[src/rtl/tx_dma_chan_ctrl.sv]
module tx_dma_chan_ctrl #(
  parameter int NUM_CH = 8,
  parameter int STRIDE = 32,
  parameter int ADDR_W = 9,
  parameter logic [ADDR_W-1:0] STATUS_ADDR = 9'h100
) (
  input  logic              clk,
  input  logic              rst_n,
  input  logic              reg_wr,
  input  logic [ADDR_W-1:0] reg_addr,
  input  logic [31:0]       reg_wdata,
  output logic [31:0]       reg_rdata,
  input  logic [NUM_CH-1:0] frame_req,
  output logic [NUM_CH-1:0] frame_start,
  input  logic [NUM_CH-1:0] frame_end
);
  localparam int CH_W = $clog2(NUM_CH);
  localparam int STR_W = $clog2(STRIDE);
  localparam int HI_W = ADDR_W - STR_W;
  localparam logic [HI_W-1:0] CH_LIM = HI_W'(NUM_CH);
  localparam logic [1:0] M_RUN = 2'b10;
  localparam logic [1:0] M_EOF = 2'b01;

  logic [1:0]        mode_v [NUM_CH];
  logic [NUM_CH-1:0] reqen_v, pend_v, fly_v, stop_v, run_v, elig;
  logic [CH_W-1:0]   last_q, win_ch;
  logic [31:0]       status_w;
  logic              unused_wdata;

  wire cfg_sel = (reg_addr[STR_W-1:0] == '0) && (reg_addr[ADDR_W-1:STR_W] < CH_LIM);
  wire st_sel  = (reg_addr == STATUS_ADDR);
  wire [CH_W-1:0] sel_ch = reg_addr[STR_W +: CH_W];
  wire wr_stop = (reg_wdata[31:30] != M_RUN) && (reg_wdata[31:30] != M_EOF);

  assign unused_wdata = ^{reg_wdata[29:4], reg_wdata[2:0]};

  for (genvar c = 0; c < NUM_CH; c++) begin : g_ch
    logic [1:0] mode;
    logic       reqen, pend, fly;
    wire wr_me = reg_wr && cfg_sel && (sel_ch == CH_W'(c));
    wire kill  = wr_me && wr_stop;
    wire stop  = (mode != M_RUN) && (mode != M_EOF);
    wire take  = (mode == M_RUN) && reqen && frame_req[c] && !pend && !fly;

    always_ff @(posedge clk or negedge rst_n) begin
      if (!rst_n) begin
        mode  <= 2'b00;
        reqen <= 1'b0;
        pend  <= 1'b0;
        fly   <= 1'b0;
      end else begin
        if (wr_me) begin
          mode  <= reg_wdata[31:30];
          reqen <= reg_wdata[3];
        end
        if (frame_start[c])    pend <= 1'b0;
        else if (kill || stop) pend <= 1'b0;
        else if (take)         pend <= 1'b1;
        if (frame_start[c])    fly <= 1'b1;
        else if (frame_end[c]) fly <= 1'b0;
      end
    end

    assign mode_v[c]  = mode;
    assign reqen_v[c] = reqen;
    assign pend_v[c]  = pend;
    assign fly_v[c]   = fly;
    assign stop_v[c]  = stop;
    assign run_v[c]   = (mode == M_RUN);
    assign elig[c]    = pend && !stop && !kill;
  end

  always_comb begin
    logic hit;
    logic [CH_W-1:0] idx;
    hit = 1'b0;
    win_ch = last_q;
    frame_start = '0;
    for (int i = 1; i <= NUM_CH; i++) begin
      idx = CH_W'((int'(last_q) + i) % NUM_CH);
      if (!hit && elig[idx]) begin
        hit = 1'b1;
        win_ch = idx;
        frame_start[idx] = 1'b1;
      end
    end
  end

  always_ff @(posedge clk or negedge rst_n) begin
    if (!rst_n)            last_q <= CH_W'(NUM_CH - 1);
    else if (|frame_start) last_q <= win_ch;
  end

  always_comb begin
    status_w = '0;
    status_w[24 +: NUM_CH] = ~fly_v;
    status_w[16 +: NUM_CH] = ~pend_v;
  end

  assign reg_rdata = st_sel  ? status_w :
                     cfg_sel ? {mode_v[sel_ch], 26'b0, reqen_v[sel_ch], 3'b0} :
                               32'b0;
endmodule

[config.mk]
export PLATFORM = sky130hd
export DESIGN_NAME = tx_dma_chan_ctrl
export DESIGN_NICKNAME = d
export VERILOG_FILES = /design/src/rtl/tx_dma_chan_ctrl.sv
export SDC_FILE = /design/constraint.sdc
export NUM_CORES = 1
export LEC_CHECK = 0
export BUFFER_PORTS_ARGS = -buffer_cell sky130_fd_sc_hd__buf_2
export CORE_UTILIZATION = 57
export DETAILED_ROUTE_END_ITERATION = 10
export GPL_TIMING_DRIVEN = 1
export HOLD_SLACK_MARGIN = 0.05
export PLACE_DENSITY = 0.89
export SETUP_SLACK_MARGIN = 0.2
export SLEW_MARGIN = 10
export SYNTH_ARGS = -nofsm -noshare
export SYNTH_HDL_FRONTEND = slang
export SYNTH_SLANG_ARGS = --single-unit
export TNS_END_PERCENT = 100
[constraint.sdc]
create_clock -name clk -period 21.8 [get_ports clk]
set_input_delay 6.54 -clock clk [delete_from_list [all_inputs] [get_ports clk]]
set_output_delay 6.54 -clock clk [all_outputs]
set_load 0.02 [all_outputs]
==> qor.log <==
[status] run status finished with violations
[status] violated checks DRC
[place] final weighted congestion in routability-driven placement 1.01
[yosys] area share of the largest cell type after synthesis 0.262
[detailed_routing] via count 3634
[global_route] via count of the first global-routing pass 3362
[clock_tree] H-Tree Depth 2
[detailed_routing] DRC violations left 14
[yosys] number of enable-type register cells in the synthesized netlist 0
[clock_tree] CTS tree yes
[hold_path] class of the tightest hold or removal check reg2reg
[timing] summed negative setup slack over all endpoints 0 ns
[power_and_ir_drop] net switching power figure 253 uW
[global_route] number of antenna violations at the first check in global routing 0
[layout] area growth from synthesis to final layout 7.86%
[power_and_ir_drop] Max IR drop VDD 82.5 uV
[setup_path] WP data required 15.26 ns
[clock_tree] clock sink count 43
[floorplanning] core footprint 6420 um^2
[yosys] primary flip-flop cell chosen by synthesis mapping sky130_fd_sc_hd__dfrtp_1
[timing] unrepaired setup endpoints after global routing no
[layout] Final Net Count 535
[power_and_ir_drop] Clock Power Share 0.115
[detailed_routing] first drt pass iteration count 8
[yosys] leading post-synthesis cells by cell area sky130_fd_sc_hd__dfrtp_1 (26%), sky130_fd_sc_hd__mux2_2 (7.1%), sky130_fd_sc_hd__mux4_2 (6.5%)
[floorplanning] die width 83.9 um
[power_and_ir_drop] standby leakage power 1.92 nW
[power_and_ir_drop] post-route total power 485 uW
[timing] worst slew margin relative to its limit 0.300
[yosys] cells after synthesis 419
[setup_path] CP startpoint reg_addr[6]
[global_route] first-pass GRT wire length 17400 um
[yosys] unique cell type count in the Yosys netlist 68
[place] # placed instances 531
[setup_path] most common cell type on the critical path sky130_fd_sc_hd__buf_2
[layout] Antenna Cells 0
[global_route] largest net degree at the start of global routing 44
[power_and_ir_drop] net switching share of the total power 0.521
[setup_path] Buffers & Inverters on Critical Path 2
[timing] least setup slack across all paths after layout 4.62 ns
[setup_path] CP Data Arrival Time 10.64 ns
[clock_tree] clock latency at the later pin of the worst-skew pair 0.30 ns
[detailed_routing] total wire length 10700 um
[floorplanning] I/O pin count 100
[yosys] post-synthesis register bit count 43
[clock_tree] Clk Tree Root Cell sky130_fd_sc_hd__clkbuf_8
[setup_path] r2r startpoint last_q[0]
[flow_run] max-cap violation count 0
[setup_path] delay-heaviest family, CP simple AND/OR/NAND/NOR gates
[timing] final hold violation count 0
[timing] final worst hold slack 0.549 ns
[yosys] number of warnings reported in the yosys synthesis log 0
[clock_tree] cells resized by post-CTS repair 0
[timing] min Tclk post-route 17.18 ns
[yosys] portion of the post-synthesis area used by sequential elements 0.283
[clock_tree] Reg clk slew, reported paths 0.09 ns
[timing] final period utilization 0.788
[setup_path] Critical Path, Cell by Cell buf_2 -> nor2b_1 -> nand4b_1 -> nor2_1 -> a2bb2oi_1 -> o22a_1 -> nand4_1 -> nor3_1 -> a221oi_1 -> o21ai_0 -> buf_2
[setup_path] worst-path cell with the longest stage delay sky130_fd_sc_hd__nor3_1
[clock_tree] number of buffers inserted during clock tree synthesis 5
[yosys] fraction of registers with async set/reset 1.00
[timing] Final Slew Violations 0
[setup_path] worst setup path class in2out
[yosys] netlist area before placement 3820 um^2
[setup_path] maximum fanout along the worst path 12
[detailed_routing] number of DRC markers in iteration 0 388
[place] placed cell areas 4020 um^2
[timing] Highest Clock Rate 0.0582 GHz
[detailed_routing] via-per-instance ratio 6.74
[power_and_ir_drop] Reg power frac 0.238
[timing] worst clock skew on the final layout 0.0118 ns
[hold_path] Hold Path Origin g_ch[5].mode[0]
[clock_tree] # Post-CTS Setup Buffers 0
[floorplanning] number of standard-cell rows in the floorplan 29
[timing] slew of the pin with the lowest slew margin 1.05 ns
[clock_tree] CTS Hold Bufs 0
[layout] Final Instance Count excl. Fillers 539
[detailed_routing] average wire per standard cell 19.9 um
[place] Place WS 4.82 ns
[layout] area of all placed cells without fillers 4120 um^2
[clock_tree] Longest Clk Path Bufs 2
[floorplanning] Die Footprint 7030 um^2
[place] number of port buffers 55
[layout] Filler Cell Count 544
[power_and_ir_drop] power share of the combinational group 0.647
[global_route] overall fraction of global-route tracks in use 0.318
[detailed_routing] antenna viol nets, final 0
[setup_path] critical path's largest stage delay 0.60 ns
[yosys] area leader, netlist sky130_fd_sc_hd__dfrtp_1
[floorplanning] initial core utilization 0.595
[power_and_ir_drop] power density relative to cell area 118 nW/um^2
[power_and_ir_drop] internal power 232 uW
[layout] post-layout util 0.641
[global_route] total overflow reported by the global router 0
[floorplanning] vertical extent of the die 83.9 um
[setup_path] Worst setup EP type output pin
[timing] Final setup viols 0
[place] half-perimeter wire length of the detailed placement result 8220 um
[yosys] per-instance average area after synthesis 9.11 um^2
[layout] fraction of layout instances using a drive strength above 1 0.242
[setup_path] crit start category input pin
==> cells by family after synthesis <==
kind of cell    count (synthesis)  synth area share
compound gates                 97             0.189
xor+xnor                        6            0.0157
fa+ha+maj                      14            0.0459
buf+inv                        63            0.0868
flops                          43             0.283
mux                            42             0.155
other cells                     1          0.000982
simple gates                  153             0.223
==> cells in the final DEF, fill, tap and decap left out, drive strengths merged, types with 9 or more instances in the layout <==
cell	n
buf	55
dfrtp	40
nor2	35
nand2	30
inv	28
mux2	25
a21oi	16
conb	15
ha	14
mux4	11
nor3	10
nand4	10
a41oi	10
and2	10
nand2b	9
nand3	9
nor4	9
o21ai	9
==> metal layers <==
metal,global-route usage,vias up,wire length [um],share of wire
met5,0,-,0,0
met4,0.110,0,284,0.026
met3,0.0643,28,976,0.091
met2,0.485,245,4890,0.46
met1,0.450,1723,4560,0.43
li1,-,1638,-,-
==> flip-flops by register name, summed over array words and instances (netlist names) <==
signal / flops
g_ch.fly: 8
g_ch.mode: 16
g_ch.pend: 8
g_ch.reqen: 8
last_q: 3
==> power groups by stage <==
stage / registers, mW / logic (mW) / clock network, mW
2_1_floorplan: 0.101 / 0.242 / 0
3_3_place_gp: 0.116 / 0.302 / 0
3_5_place_dp: 0.116 / 0.303 / 0
4_1_cts: 0.115 / 0.304 / 0.0566
5_1_grt: 0.118 / 0.339 / 0.0601
6_report: 0.116 / 0.314 / 0.0557
==> cells in the mapped netlist (7+ instances only) <==
master	instances
sky130_fd_sc_hd__nor3_1	10
sky130_fd_sc_hd__a41oi_1	10
sky130_fd_sc_hd__nand2b_1	9
sky130_fd_sc_hd__o21ai_0	8
sky130_fd_sc_hd__mux4_2	11
sky130_fd_sc_hd__mux2_2	24
sky130_fd_sc_hd__dfrtp_1	40
sky130_fd_sc_hd__buf_4	17
sky130_fd_sc_hd__and2_1	7
sky130_fd_sc_hd__nand3_1	9
sky130_fd_sc_hd__ha_1	14
sky130_fd_sc_hd__clkbuf_1	12
sky130_fd_sc_hd__nand4_1	10
sky130_fd_sc_hd__nor4_1	8
sky130_fd_sc_hd__inv_1	28
sky130_fd_sc_hd__a21oi_1	16
sky130_fd_sc_hd__nand2_1	30
sky130_fd_sc_hd__nor2_1	35
==> path summary, 6_finish.rpt <==
| check | to | slack, ns | cells after the start |
|---|---|---|---|
| setup / recovery | frame_start[3] | 4.62 | 11 |
| hold / removal | g_ch[5].mode[0] | 0.55 | 1 |
| setup reg to reg | last_q[1] | 16.23 | 13 |
| hold reg to reg | g_ch[5].mode[0] | 0.55 | 1 |
| max in group asynchronous | g_ch[2].fly | 14.82 | 1 |
| min in group asynchronous | g_ch[1].fly | 6.38 | 1 |
==> final cells by class <==
cell class / instances / area (um^2) / area share
sequential: 43 / 1080 / 0.262
tap: 77 / 96.3 / 0.0234
inverter: 29 / 109 / 0.0264
timing repair buffer: 55 / 275 / 0.0668
multi-input combinational: 327 / 2460 / 0.597
clock buffer: 6 / 82.6 / 0.0200
clock inverter: 2 / 16.3 / 0.00395
==> worst reg2reg max path, delay by kind of cell (launching register included) <==
kind	cells	cell delay (ns)
mux	1	0.31
xor+xnor	1	0.64
fa+ha+maj	1	0.46
flops	1	0.89
compound gates	5	1.45
simple gates	4	1.13
buf+inv	1	0.63
Power figures use the tool's default switching activity.
